===== src/rtl/trap_entry_pkg.sv =====
// Shared types for the trap entry unit.
// Assumes: the sequencer has exactly four phases.
package trap_entry_pkg;
    typedef enum logic [1:0] {
        PH_IDLE   = 2'd0,
        PH_SAVE_A = 2'd1,
        PH_SAVE_B = 2'd2,
        PH_FINISH = 2'd3
    } trap_phase_e;
endpackage


===== src/rtl/trap_win_rot.sv =====
// Computes the previous register window, modulo the window count.
// Assumes: win_in < NWIN. Uses a plain wrapping subtract when NWIN is a power of two.
module trap_win_rot #(
    parameter int NWIN = 8,
    parameter int CWPW = 3
) (
    input  logic [CWPW-1:0] win_in,
    output logic [CWPW-1:0] win_prev
);
    localparam logic [CWPW-1:0] TOP_WIN = CWPW'(NWIN - 1);
    localparam bit POW2 = ((NWIN & (NWIN - 1)) == 0);

    generate
        if (POW2) begin : g_wrap
            // Wrapping subtract covers the modulo for free
            always_comb win_prev = win_in - CWPW'(1);
        end else begin : g_cmp
            // Explicit wrap from window 0 to the top window
            always_comb win_prev = (win_in == '0) ? TOP_WIN : win_in - CWPW'(1);
        end
    endgenerate

    // Result stays in range when the input is in range
    always_comb begin
        if (int'(win_in) < NWIN) begin

            win_range_chk: assert (int'(win_prev) < NWIN);
        end
    end
endmodule


===== src/rtl/trap_vec_calc.sv =====
// Forms the trap vector from the base field and the trap type, and flags external interrupts.
// Assumes: type occupies bits TTW+3:4 of the base register.
module trap_vec_calc #(
    parameter int DW = 32,
    parameter int TTW = 8,
    parameter logic [TTW-5:0] EXT_GROUP = 'h1
) (
    input  logic [DW-1:0]  base_in,
    input  logic [TTW-1:0] ttype,
    output logic [DW-1:0]  vec_addr,
    output logic [DW-1:0]  vec_next,
    output logic           is_ext
);
    localparam int LOW = TTW + 4;

    logic unused_base_lo;

    // Base field kept, type inserted above a 16-byte slot
    always_comb vec_addr = {base_in[DW-1:LOW], ttype, 4'b0000};
    // Fetch continues at the following word
    always_comb vec_next = vec_addr + DW'(4);
    // Group test ignores the low nibble of the type
    always_comb is_ext = (ttype[TTW-1:4] == EXT_GROUP);
    // Low bits of the base register are discarded
    always_comb unused_base_lo = ^base_in[LOW-1:0];
endmodule


===== src/rtl/trap_entry_seq.sv =====
// Phase sequencer: accepts a request when idle, steps through two save cycles and a finish cycle.
// Assumes: a request with traps disabled is fatal until reset.
module trap_entry_seq
    import trap_entry_pkg::*;
(
    input  logic        clk,
    input  logic        rst_n,
    input  logic        req,
    input  logic        et,
    output logic        start,
    output logic        fault,
    output trap_phase_e phase
);
    trap_phase_e phase_nx;
    logic        take;

    // A request counts only when idle and not in error
    always_comb take = req && (phase == PH_IDLE) && !fault;
    always_comb start = take && et;

    // Next phase selection
    always_comb begin
        phase_nx = phase;
        unique case (phase)
            PH_IDLE:   if (start) phase_nx = PH_SAVE_A;
            PH_SAVE_A: phase_nx = PH_SAVE_B;
            PH_SAVE_B: phase_nx = PH_FINISH;
            PH_FINISH: phase_nx = PH_IDLE;
        endcase
    end

    // Phase register
    always_ff @(posedge clk) begin
        if (!rst_n) phase <= PH_IDLE;
        else        phase <= phase_nx;
    end

    // Sticky error flag on a disabled-trap request
    always_ff @(posedge clk) begin
        if (!rst_n)                 fault <= 1'b0;
        else if (take && !et)       fault <= 1'b1;
    end


    fault_quiet_chk: assert property (@(posedge clk) disable iff (!rst_n)
        fault |-> phase == PH_IDLE);
endmodule


===== src/rtl/trap_entry_unit.sv =====
// Trap entry unit: captures state on an accepted request, writes both return addresses into
// the new window, then presents the updated processor state with a one-cycle done pulse.
// Assumes: cwp_in < NWIN; operands need not be held after acceptance.
module trap_entry_unit
    import trap_entry_pkg::*;
#(
    parameter int NWIN = 8,
    parameter int DW = 32,
    parameter int TTW = 8,
    parameter int PC_SLOT = 17,
    parameter int NPC_SLOT = 18,
    localparam int CWPW = (NWIN > 1) ? $clog2(NWIN) : 1,
    localparam int IDXW = 5
) (
    input  logic            clk,
    input  logic            rst_n,
    input  logic            trap_req,
    input  logic [TTW-1:0]  trap_type,
    input  logic [DW-1:0]   pc_in,
    input  logic [DW-1:0]   npc_in,
    input  logic [CWPW-1:0] cwp_in,
    input  logic            et_in,
    input  logic            s_in,
    input  logic [DW-1:0]   tbr_in,
    output logic [DW-1:0]   pc_out,
    output logic [DW-1:0]   npc_out,
    output logic [CWPW-1:0] cwp_out,
    output logic            et_out,
    output logic            s_out,
    output logic            ps_out,
    output logic [DW-1:0]   tbr_out,
    output logic            rf_we,
    output logic [CWPW-1:0] rf_win,
    output logic [IDXW-1:0] rf_idx,
    output logic [DW-1:0]   rf_wdata,
    output logic            done,
    output logic            irq_ack,
    output logic [TTW-1:0]  irq_ack_type,
    output logic            err_state
);
    trap_phase_e     phase;
    logic            start;
    logic            fault;
    logic [CWPW-1:0] win_prev;
    logic [DW-1:0]   vec_addr;
    logic [DW-1:0]   vec_next;
    logic            is_ext;

    logic [TTW-1:0]  cap_tt;
    logic [DW-1:0]   cap_pc;
    logic [DW-1:0]   cap_npc;
    logic [CWPW-1:0] cap_win;
    logic            cap_s;
    logic [DW-1:0]   cap_tbr;

    trap_entry_seq u_seq (
        .clk   (clk),
        .rst_n (rst_n),
        .req   (trap_req),
        .et    (et_in),
        .start (start),
        .fault (fault),
        .phase (phase)
    );

    trap_win_rot #(.NWIN(NWIN), .CWPW(CWPW)) u_rot (
        .win_in   (cwp_in),
        .win_prev (win_prev)
    );

    trap_vec_calc #(.DW(DW), .TTW(TTW)) u_vec (
        .base_in  (cap_tbr),
        .ttype    (cap_tt),
        .vec_addr (vec_addr),
        .vec_next (vec_next),
        .is_ext   (is_ext)
    );

    // Capture operands when a trap is accepted
    always_ff @(posedge clk) begin
        if (!rst_n) begin
            cap_tt  <= '0;
            cap_pc  <= '0;
            cap_npc <= '0;
            cap_win <= '0;
            cap_s   <= 1'b0;
            cap_tbr <= '0;
        end else if (start) begin
            cap_tt  <= trap_type;
            cap_pc  <= pc_in;
            cap_npc <= npc_in;
            cap_win <= win_prev;
            cap_s   <= s_in;
            cap_tbr <= tbr_in;
        end
    end

    // Single write port: return PC first, return NPC second
    always_comb begin
        rf_we    = (phase == PH_SAVE_A) || (phase == PH_SAVE_B);
        rf_win   = rf_we ? cap_win : '0;
        rf_idx   = (phase == PH_SAVE_A) ? IDXW'(PC_SLOT) :
                   (phase == PH_SAVE_B) ? IDXW'(NPC_SLOT) : '0;
        rf_wdata = (phase == PH_SAVE_A) ? cap_pc :
                   (phase == PH_SAVE_B) ? cap_npc : '0;
    end

    // Commit the new processor state alongside the second write
    always_ff @(posedge clk) begin
        if (!rst_n) begin
            pc_out  <= '0;
            npc_out <= '0;
            cwp_out <= '0;
            et_out  <= 1'b0;
            s_out   <= 1'b0;
            ps_out  <= 1'b0;
            tbr_out <= '0;
        end else if (phase == PH_SAVE_B) begin
            pc_out  <= vec_addr;
            npc_out <= vec_next;
            cwp_out <= cap_win;
            et_out  <= 1'b0;
            s_out   <= 1'b1;
            ps_out  <= cap_s;
            tbr_out <= vec_addr;
        end
    end

    // Completion and acknowledge strobes
    always_comb begin
        done         = (phase == PH_FINISH);
        irq_ack      = done && is_ext;
        irq_ack_type = irq_ack ? cap_tt : '0;
        err_state    = fault;
    end


    save_order_chk: assert property (@(posedge clk) disable iff (!rst_n)
        (rf_we && rf_idx == IDXW'(PC_SLOT)) |=> (rf_we && rf_idx == IDXW'(NPC_SLOT)));

    done_after_write_chk: assert property (@(posedge clk) disable iff (!rst_n)
        done |-> $past(rf_we && rf_idx == IDXW'(NPC_SLOT)));

    done_mode_chk: assert property (@(posedge clk) disable iff (!rst_n)
        done |-> (!et_out && s_out));

    vec_link_chk: assert property (@(posedge clk) disable iff (!rst_n)
        done |-> (npc_out == pc_out + DW'(4) && pc_out == tbr_out));

    ack_with_done_chk: assert property (@(posedge clk) disable iff (!rst_n)
        irq_ack |-> done);

    err_sticky_chk: assert property (@(posedge clk) disable iff (!rst_n)
        err_state |=> (err_state && !rf_we && !done));

    cwp_range_chk: assert property (@(posedge clk) disable iff (!rst_n)
        done |-> int'(cwp_out) < NWIN);
endmodule


===== config.mk =====
export PLATFORM = sky130hd
export DESIGN_NAME = trap_entry_unit
export DESIGN_NICKNAME = d
export VERILOG_FILES = /design/src/rtl/trap_entry_pkg.sv /design/src/rtl/trap_win_rot.sv /design/src/rtl/trap_vec_calc.sv /design/src/rtl/trap_entry_seq.sv /design/src/rtl/trap_entry_unit.sv
export SDC_FILE = /design/constraint.sdc
export NUM_CORES = 1
export LEC_CHECK = 0
export ABC_AREA = 1
export BUFFER_PORTS_ARGS = -buffer_cell sky130_fd_sc_hd__clkbuf_2
export CORE_MARGIN = 1
export CORE_UTILIZATION = 50
export DETAILED_ROUTE_END_ITERATION = 16
export PLACE_DENSITY = 0.85
export SLEW_MARGIN = 5
export SYNTH_ARGS = -nofsm -noshare
export SYNTH_HDL_FRONTEND = slang
export SYNTH_SLANG_ARGS = --single-unit

===== constraint.sdc =====
create_clock -name clk -period 2.9 [get_ports clk]
set_input_delay 0.58 -clock clk [delete_from_list [all_inputs] [get_ports clk]]
set_output_delay 0.58 -clock clk [all_outputs]
set_load 0.02 [all_outputs]

==> flow_summary.toml, run 1 <==
[job]
maxCapViolations = 0

[final_layout]
fin_cells = 1102
sequential_cell_area_um2 = 2640
multi_input_comb_area_um2 = 2280
flow.area_growth_from_synthesis_pct = 24.0
diodes = 0
num-fill-cells = 977
most_common_library_cell_in_the_layout_ignoring_fill_and_taps = "nor2_1"
nets = 1067
drive_above_1_share_pct = 29.8
most-common-layout-cells = "nor2_1 (257), clkbuf_2 (235), dfxtp_1 (132)"
final_core_utilization_pct = 64.7

[pwr]
peakVddDrop_uv = 754
sequentialPowerShare_pct = 34.5
p_per_area_nw_per_um2 = 1020
combPwrFrac_pct = 34.5
power.share.clock_pct = 31.0
netSwitchingPower_mw = 2.80
sw_frac_of_total_pct = 38.4
internal-power_mw = 4.48
static_leakage_nw = 3.61

[clock_tree]
post_cts.resized_instances = 0
cts_tree = "yes"
max-clock-path-buffers = 2
clock_tree.htree_level_count = 4
cts.root.buffer_cell = "clkbuf_16"
path_clk_slew_ps = 60
postCtsSetupRepairBufs = 0
cts_num_sinks = 132
clock_network_latency_to_the_later_pin_of_the_worst_skew_pair_ps = 410
hold_buffers = 0
cts_buffers = 17

[worst_setup_path]
endpoint_kind = "output pin"
worstPathCellList = "inv_1 -> ha_2 -> buf_12 -> nand3_1 -> nand2_1 -> clkbuf_2"
critical_path_class = "reg2out"
crit_cells = 6
crit_required_ps = 2320
critPathArrivalTime_ps = 1900
slowest_delay_ps = 350
ff2ff_path_depth = 8
critical_path.max_fanout = 36
worstPathBufferInverterCount = 3
critPathSlowestCell = "ha_2"
setup.worst_path.start_class = "register"
category_of_cells_accounting_for_the_largest_share_of_critical_path_delay = "buffers and inverters"

[logic_synthesis]
ys.flop_type = "dfxtp_1"
synthesis.yosys.warnings = 0
synth.mux.area_fraction_pct = 0
share_of_synthesized_cell_area_in_full_adder_half_adder_and_majority_cells_pct = 1.31
netlist_instances = 792
synth_xor_xnor_area_share_pct = 0.153
simple_gate_share_of_the_synthesized_area_pct = 25.3
synthArstFlopShare_pct = 0
synth-edff-count = 0
syn-cell-area_um2 = 5730
synth_cell_types = 21
synth.ff_latch_count = 132
synth.avg_cell_area_um2 = 7.24
synth-compound-area-share_pct = 11.7
share_of_the_yosys_chip_area_belonging_to_registers_pct = 46.1
dominant_combinational_cell_family_by_area_after_synthesis = "simple AND/OR/NAND/NOR gates"

[grt]
number_of_antenna_violations_at_the_first_check_in_global_routing = 0
track_usage_pct = 24.4
grt_first_pass_wirelength_um = 22300
grt.overflow.total = 0
via_count_of_the_first_global_routing_pass = 4767
maximum_number_of_pins_on_one_net_before_global_route_repair = 69

[timing]
finalWorstSetupSlack_ps = 417
worst_slew_margin_relative_to_its_limit_pct = 61.7
timing.hold.ws_ps = 399
finalHoldViolCount = 0
clock-skew-final_ps = 5.25
max_slew_violation_count = 0
part_of_the_cycle_the_worst_path_needs_pct = 85.6
tns_ps = 0
tightest_slew_ps = 575
final_period_minus_worst_setup_slack_ps = 2480
fmax_mhz = 403
count_of_endpoints_failing_setup_in_the_final_report = 0
rsz0062_at_grt = "false"

[die]
initial_core_util_pct = 52.2
die-height_um = 109
std_cell_rows = 38
fp.dieArea_um2 = 11900
io_pins = 266
die_w_um = 109
core_region_area_um2 = 11000

[routing]
detail_route.drc_violations = 0
drt_pass1_iterations = 4
detail-route-antenna-nets = 0
post_drt_via_cell_ratio = 4.81
totalWireLength_um = 14300
first_iter_violations = 385
vias = 5303
routedWlPerCell_um = 12.9

[place]
port_buffers = 236
dp.final_hpwl_um = 9230
post-place-cells = 1070
gp_routability_congestion = 0.787
preCtsSetupSlack_ps = 836

[min_path]
timing.hold.worst_path_depth = 3
hold_path.class = "in2reg"

[outcome]
status = "complete, no violations"
[metrics by stage]
stage | instance area, um2 | power, mW
floorplan | 5790 | 4.58
global placement | 6480 | 5.01
detailed placement | 6480 | 5.06
CTS | 7110 | 7.33
global route | 7110 | 7.74
finish | 7110 | 7.28
[routing by layer]
layer	track usage, %	part of all wire, %
met4	10.7	2.1
met2	43.4	50
met5	0	0
met3	8.01	7.1
met1	26.1	41
[tightest hold or removal path: cells and delay by family]
family / cells / cell delay (ps)
buf+inv: 1 / 70
simple gates: 1 / 70
compound gates: 1 / 50
[state kept, by name, indices dropped and copies added, names as in the netlist]
register     flops
cap_tt           8
u_seq.fault      1
cap_s            1
cap_win          3
cwp_out          3
cap_npc         32
u_seq.phase      2
cap_pc          32
npc_out          2
ps_out           1
tbr_out         27
cap_tbr         20
[cell type report]
cell class | count | share of cell area (%)
Sequential cell | 132 | 37.2
Multi-Input combinational cell | 529 | 32.0
Timing Repair Buffer | 248 | 18.4
Clock buffer | 19 | 6.23
Clock inverter | 13 | 2.55
Tap cell | 140 | 2.46
Inverter | 21 | 1.11
[path summary, 6_finish.rpt]
path	startpoint	endpoint	slack, ps
worst max-delay path	u_seq.phase[0]$_SDFFE_PN0P_	rf_wdata[3]	420
worst max register to register	u_seq.phase[0]$_SDFFE_PN0P_	cap_npc[30]$_SDFFE_PN0P_	1020
worst min register to register	cap_pc[18]$_SDFFE_PN0P_	cap_pc[18]$_SDFFE_PN0P_	480
worst min-delay path	tbr_in[18]	cap_tbr[18]$_SDFFE_PN0P_	400
[cell families (layout without fill, tap and decap cells)]
logic type | count (synthesis) | in the layout
xor gates and xnor gates | 1 | 1
DFF | 132 | 132
AOI/OAI and AO/OA | 134 | 134
and+or+nand+nor | 371 | 371
buffers and inverters | 147 | 301
adders and majority gates | 6 | 6
other | 1 | 17
[power by group through the flow]
| stage | Sequential (mW) | Combinational, mW | Clock, mW |
|---|---|---|---|
| global route | 2.58 | 2.77 | 2.39 |
| CTS | 2.52 | 2.53 | 2.28 |
| finish | 2.52 | 2.51 | 2.25 |
| floorplan | 2.69 | 1.89 | 0 |
| global placement | 2.53 | 2.48 | 0 |
| detailed placement | 2.55 | 2.51 | 0 |
[cells in the mapped netlist, types with 3 or more instances]
| cell | number | area, um2 |
|---|---|---|
| buf_2 | 10 | 50.1 |
| dfxtp_1 | 132 | 2640 |
| clkbuf_1 | 36 | 135 |
| o21ai_1 | 20 | 100 |
| buf_6 | 3 | 33.8 |
| ha_1 | 6 | 75.1 |
| a21oi_1 | 7 | 35.0 |
| buf_4 | 77 | 578 |
| inv_1 | 18 | 67.6 |
| nand3_1 | 34 | 170 |
| nor2_1 | 257 | 965 |
| o21ai_0 | 106 | 531 |
| nand2_1 | 75 | 282 |
Note: power is estimated with default switching activity, not from simulation.
==> inputs of run 2 (changes only) <==
REMOVE_ABC_BUFFERS = 1   (was unset)
==> run 2 against run 1 <==
Net effect: die area unchanged; fmax is 1.0% higher; clock-buffer cell count up 2; total power decreased by 2.9%; final area decreased by 0.48%; clock power down 8%; final cell count did not move; worst hold slack improved by 13 ps; clock skew is essentially flat; core utilization is 0.31 points lower; setup slack better by 25 ps; global-route usage down 1.5 points; critical path type unchanged; highest routed layer unchanged.
==> flow_summary.toml, run 2 (synthesis results as in run 1) <==
[outcome]
status = "complete, no violations"

[routing]
post_drt_via_cell_ratio = 4.78
detail_route.drc_violations = 0
detail-route-antenna-nets = 0
first_iter_violations = 334
drt_pass1_iterations = 5
routedWlPerCell_um = 12.3
totalWireLength_um = 13600
vias = 5269

[grt]
maximum_number_of_pins_on_one_net_before_global_route_repair = 64
track_usage_pct = 22.9
grt_first_pass_wirelength_um = 21200
number_of_antenna_violations_at_the_first_check_in_global_routing = 0
grt.overflow.total = 0
via_count_of_the_first_global_routing_pass = 4517

[worst_setup_path]
worstPathCellList = "inv_1 -> ha_1 -> inv_1 -> buf_4 -> nand3_1 -> nand2_1 -> clkbuf_2"
critPathArrivalTime_ps = 1880
category_of_cells_accounting_for_the_largest_share_of_critical_path_delay = "buffers and inverters"
rrSetupSlack_ps = 940
regToRegEndpoint = "cap_npc[13]$_SDFFE_PN0P_"
worstPathBufferInverterCount = 4
critical_path_class = "reg2out"
ff2ff_path_depth = 8
critical_path.max_fanout = 32
setup.worst_path.start_class = "register"
endpoint_kind = "output pin"
path_common_cell = "inv_1"
r2r_start = "u_seq.phase[1]$_SDFFE_PN0P_"
critPathSlowestCell = "dfxtp_1"
slowest_delay_ps = 350
crit_required_ps = 2320

[min_path]
worstHoldStart = "trap_type[1]"
hold_path.class = "in2reg"
timing.hold.worst_path_depth = 3
whs_endpoint = "cap_tt[1]$_SDFFE_PN0P_"

[place]
post-place-cells = 1072
preCtsSetupSlack_ps = 886
gp_routability_congestion = 0.737
placement.cell_area_um2 = 6500
port_buffers = 236
dp.final_hpwl_um = 9050

[clock_tree]
path_clk_slew_ps = 60
cts_buffers = 17
postCtsSetupRepairBufs = 0
hold_buffers = 0
max-clock-path-buffers = 2
clock_network_latency_to_the_later_pin_of_the_worst_skew_pair_ps = 400
cts_tree = "yes"
cts_num_sinks = 132
clock_tree.htree_level_count = 4
cts.root.buffer_cell = "clkbuf_16"
post_cts.resized_instances = 0

[final_layout]
finish.instance_area_um2 = 7070
nets = 1069
top_regs = "cap_npc: 32 flops, cap_pc: 32 flops, tbr_out: 27 flops"
most_common_library_cell_in_the_layout_ignoring_fill_and_taps = "nor2_1"
drive_above_1_share_pct = 29.8
most-common-layout-cells = "nor2_1 (257), clkbuf_2 (235), dfxtp_1 (132)"
flow.area_growth_from_synthesis_pct = 23.4
final_core_utilization_pct = 64.4
num-fill-cells = 1007
fin_cells = 1102
diodes = 0

[pwr]
p_per_area_nw_per_um2 = 1000
static_leakage_nw = 3.59
peakVddDrop_uv = 695

[die]
die_w_um = 109
initial_core_util_pct = 52.2
core_region_area_um2 = 11000
fp.dieArea_um2 = 11900
std_cell_rows = 38
die-height_um = 109
io_pins = 266

[timing]
fmax_mhz = 407
finalHoldViolCount = 0
final_period_minus_worst_setup_slack_ps = 2460
rsz0062_at_grt = "false"
finalWorstSetupSlack_ps = 441
count_of_endpoints_failing_setup_in_the_final_report = 0
clock-skew-final_ps = 5.30
tns_ps = 0
worst_slew_margin_relative_to_its_limit_pct = 61.5
tightest_slew_ps = 576
max_slew_violation_count = 0
part_of_the_cycle_the_worst_path_needs_pct = 84.8

[job]
maxCapViolations = 0
-- run 2: area by class of cell --
| type | instances | area, um2 | share of cell area, % |
|---|---|---|---|
| clock buffer | 21 | 470 | 6.65 |
| clock inverter | 9 | 105 | 1.49 |
| inverter | 21 | 78.8 | 1.11 |
| multi-input combinational | 529 | 2280 | 32.2 |
| sequential | 132 | 2640 | 37.4 |
| tap | 140 | 175 | 2.48 |
| timing repair buffer | 250 | 1330 | 18.7 |
-- run 2: power breakdown --
part	total (mW)	switching [mW]	internal, mW	leakage, nW
Clock	2.06	0.743	1.32	0.273
Sequential	2.52	0.283	2.24	1.08
Combinational	2.49	1.70	0.785	2.23
-- run 2: worst max path at each step --
stage / start / end / slack, ps / depth (start not counted)
after floorplan: u_seq.phase[0]$_SDFFE_PN0P_ / ps_out$_SDFFE_PN0P_ / -190 / 5
after global placement: u_seq.phase[0]$_SDFFE_PN0P_ / rf_wdata[22] / 890 / 6
after detailed placement: u_seq.phase[0]$_SDFFE_PN0P_ / rf_wdata[22] / 890 / 6
after CTS: u_seq.phase[1]$_SDFFE_PN0P_ / rf_wdata[3] / 420 / 7
after global routing: u_seq.phase[1]$_SDFFE_PN0P_ / rf_wdata[11] / 270 / 7
final: u_seq.phase[1]$_SDFFE_PN0P_ / rf_wdata[3] / 440 / 7
-- run 2: metal layers --
layer  GRT usage, %  vias up  share of wire (%)
li1               -     2724                  -
met1           27.3     2349                 43
met2           38.2      176                 49
met3           6.69       20                6.8
met4           9.94        0                1.5
met5              0        -                  0
-- run 2: per-stage QoR --
| step | total power [mW] | hold WS [ps] |
|---|---|---|
| global placement | 5.00 | 459 |
| floorplan | 4.08 | 440 |
| CTS | 7.12 | 397 |
| finish | 7.07 | 412 |
| global route | 7.50 | 414 |
| detailed placement | 5.05 | 455 |
-- run 2: worst min-delay path, cell delays in order --
cell      delay, ps
clkbuf_2         70
o21ai_1          60
nor2_1           70
==> inputs of run 3 (changes only) <==
CORE_UTILIZATION = 47   (was 50)
PLACE_DENSITY = 0.8   (was 0.85)
clock period = 2.31 ns   (was 2.9 ns; I/O delays follow)
==> run 3 against run 2 <==
Net effect: core utilization down 2.9 points; worst hold slack worse by 140 ps; global-route usage hardly changed; final area up 1.5%; largest power group is now combinational cells; wire length increased by 4.2%; setup slack got worse by 320 ps; critical path type unchanged.
==> flow_summary.toml, run 3 (synthesis results as in run 1) <==
[clock_tree]
cts_tree = "yes"
cts_buffers = 17
cts.root.buffer_cell = "clkbuf_16"
clock_network_latency_to_the_later_pin_of_the_worst_skew_pair_ps = 420
max-clock-path-buffers = 2
path_clk_slew_ps = 60
clock_tree.htree_level_count = 4
postCtsSetupRepairBufs = 0
cts_num_sinks = 132
hold_buffers = 0

[place]
preCtsSetupSlack_ps = 433
dp.final_hpwl_um = 9150
gp_routability_congestion = 0.744
post-place-cells = 1076
port_buffers = 236
placement.cell_area_um2 = 6550

[final_layout]
top_regs = "cap_npc: 32 flops, cap_pc: 32 flops, tbr_out: 27 flops"
drive_above_1_share_pct = 30.6
diodes = 0
finish.instance_area_um2 = 7180
flow.area_growth_from_synthesis_pct = 25.2
most_common_library_cell_in_the_layout_ignoring_fill_and_taps = "nor2_1"
most-common-layout-cells = "nor2_1 (257), clkbuf_2 (235), dfxtp_1 (131)"
final_core_utilization_pct = 61.5
fin_cells = 1109
nets = 1071

[timing]
part_of_the_cycle_the_worst_path_needs_pct = 94.6
count_of_endpoints_failing_setup_in_the_final_report = 0
max_slew_violation_count = 0
rsz0062_at_grt = "false"
final_period_minus_worst_setup_slack_ps = 2190
finalWorstSetupSlack_ps = 125
finalHoldViolCount = 0
fmax_mhz = 458
clock-skew-final_ps = 8.16
timing.hold.ws_ps = 276
tns_ps = 0

[grt]
gr-usage-met3_pct = 6.05
maximum_number_of_pins_on_one_net_before_global_route_repair = 78
groute.layer.met1.usage_pct = 25.5
grt_first_pass_wirelength_um = 22700
grt.overflow.total = 0
number_of_antenna_violations_at_the_first_check_in_global_routing = 0
grtUsageMet2_pct = 41.4
via_count_of_the_first_global_routing_pass = 4845
track_usage_pct = 22.9
gr-max-usage-layer = "met2"

[worst_setup_path]
critPathSlowestCell = "dfxtp_2"
critical_path_class = "reg2out"
worstPathCellList = "inv_1 -> ha_2 -> inv_2 -> clkbuf_16 -> nand3_1 -> nand2_1 -> clkbuf_2"
setup.worst_path.start_class = "register"
endpoint_kind = "output pin"
crit_required_ps = 1850
critPathArrivalTime_ps = 1720
category_of_cells_accounting_for_the_largest_share_of_critical_path_delay = "buffers and inverters"
worstPathBufferInverterCount = 4
critical_path.max_fanout = 16
slowest_delay_ps = 360

[pwr]
static_leakage_nw = 3.63
totalPowerFinal_mw = 9.08
p_per_area_nw_per_um2 = 1260
peakVddDrop_uv = 779

[die]
core_region_area_um2 = 11700
die_w_um = 112
io_pins = 266
die-height_um = 112
fp.dieArea_um2 = 12600
std_cell_rows = 39
initial_core_util_pct = 49.1

[outcome]
status = "complete, no violations"

[routing]
post_drt_via_cell_ratio = 4.79
drt_pass1_iterations = 4
routedWlPerCell_um = 12.8
detail_route.drc_violations = 0
first_iter_violations = 298
vias = 5309
totalWireLength_um = 14100
detail-route-antenna-nets = 0

[job]
maxCapViolations = 0

[min_path]
hold_path.class = "in2reg"
## run 3: timing repair
item | 4_1_cts | 5_1_grt
pin swaps | 0 | 1
cloned | 0 | 1
endpoints found under the setup margin | 5 | 35
gates resized for setup | 1 | 5
## run 3: final cells by class
type	count	area, um2
clock buffers	19	453
clock inverters	13	133
repair buffers	252	1400
flip-flops and latches	132	2640
inverters	21	78.8
well taps	143	179
fillers	1069	4480
multi-input cells	529	2290
## run 3: power breakdown
| group | switching, mW | internal (mW) | total [mW] |
|---|---|---|---|
| registers | 0.366 | 2.81 | 3.18 |
| clock network | 0.988 | 1.64 | 2.62 |
| logic | 2.19 | 1.09 | 3.28 |
## run 3: worst register-to-register path, stage by stage, from the launching register on
cell	delay, ps
dfxtp_1	330
inv_1	160
ha_1	280
nand2_2	130
nor2_4	160
buf_12	310
nor2_1	140
nor2_1	120
## run 3: per-layer routing
metal / up-vias / part of all wire (%)
met5: - / 0
met3: 20 / 6.5
met2: 196 / 50
met1: 2362 / 42
met4: 0 / 1.8
li1: 2731 / -
## run 3: path summary, 6_finish.rpt
| check | startpoint | endpoint | slack, ps | cells after the start |
|---|---|---|---|---|
| worst min-delay path | tbr_in[14] | cap_tbr[14]$_SDFFE_PN0P_ | 280 | 3 |
| worst min register to register | cap_tt[4]$_SDFFE_PN0P_ | tbr_out[8]$_SDFFE_PN0P_ | 470 | 2 |
| worst max register to register | u_seq.phase[0]$_SDFFE_PN0P_ | cap_tbr[19]$_SDFFE_PN0P_ | 600 | 7 |
| worst max-delay path | u_seq.phase[1]$_SDFFE_PN0P_ | rf_wdata[18] | 120 | 7 |
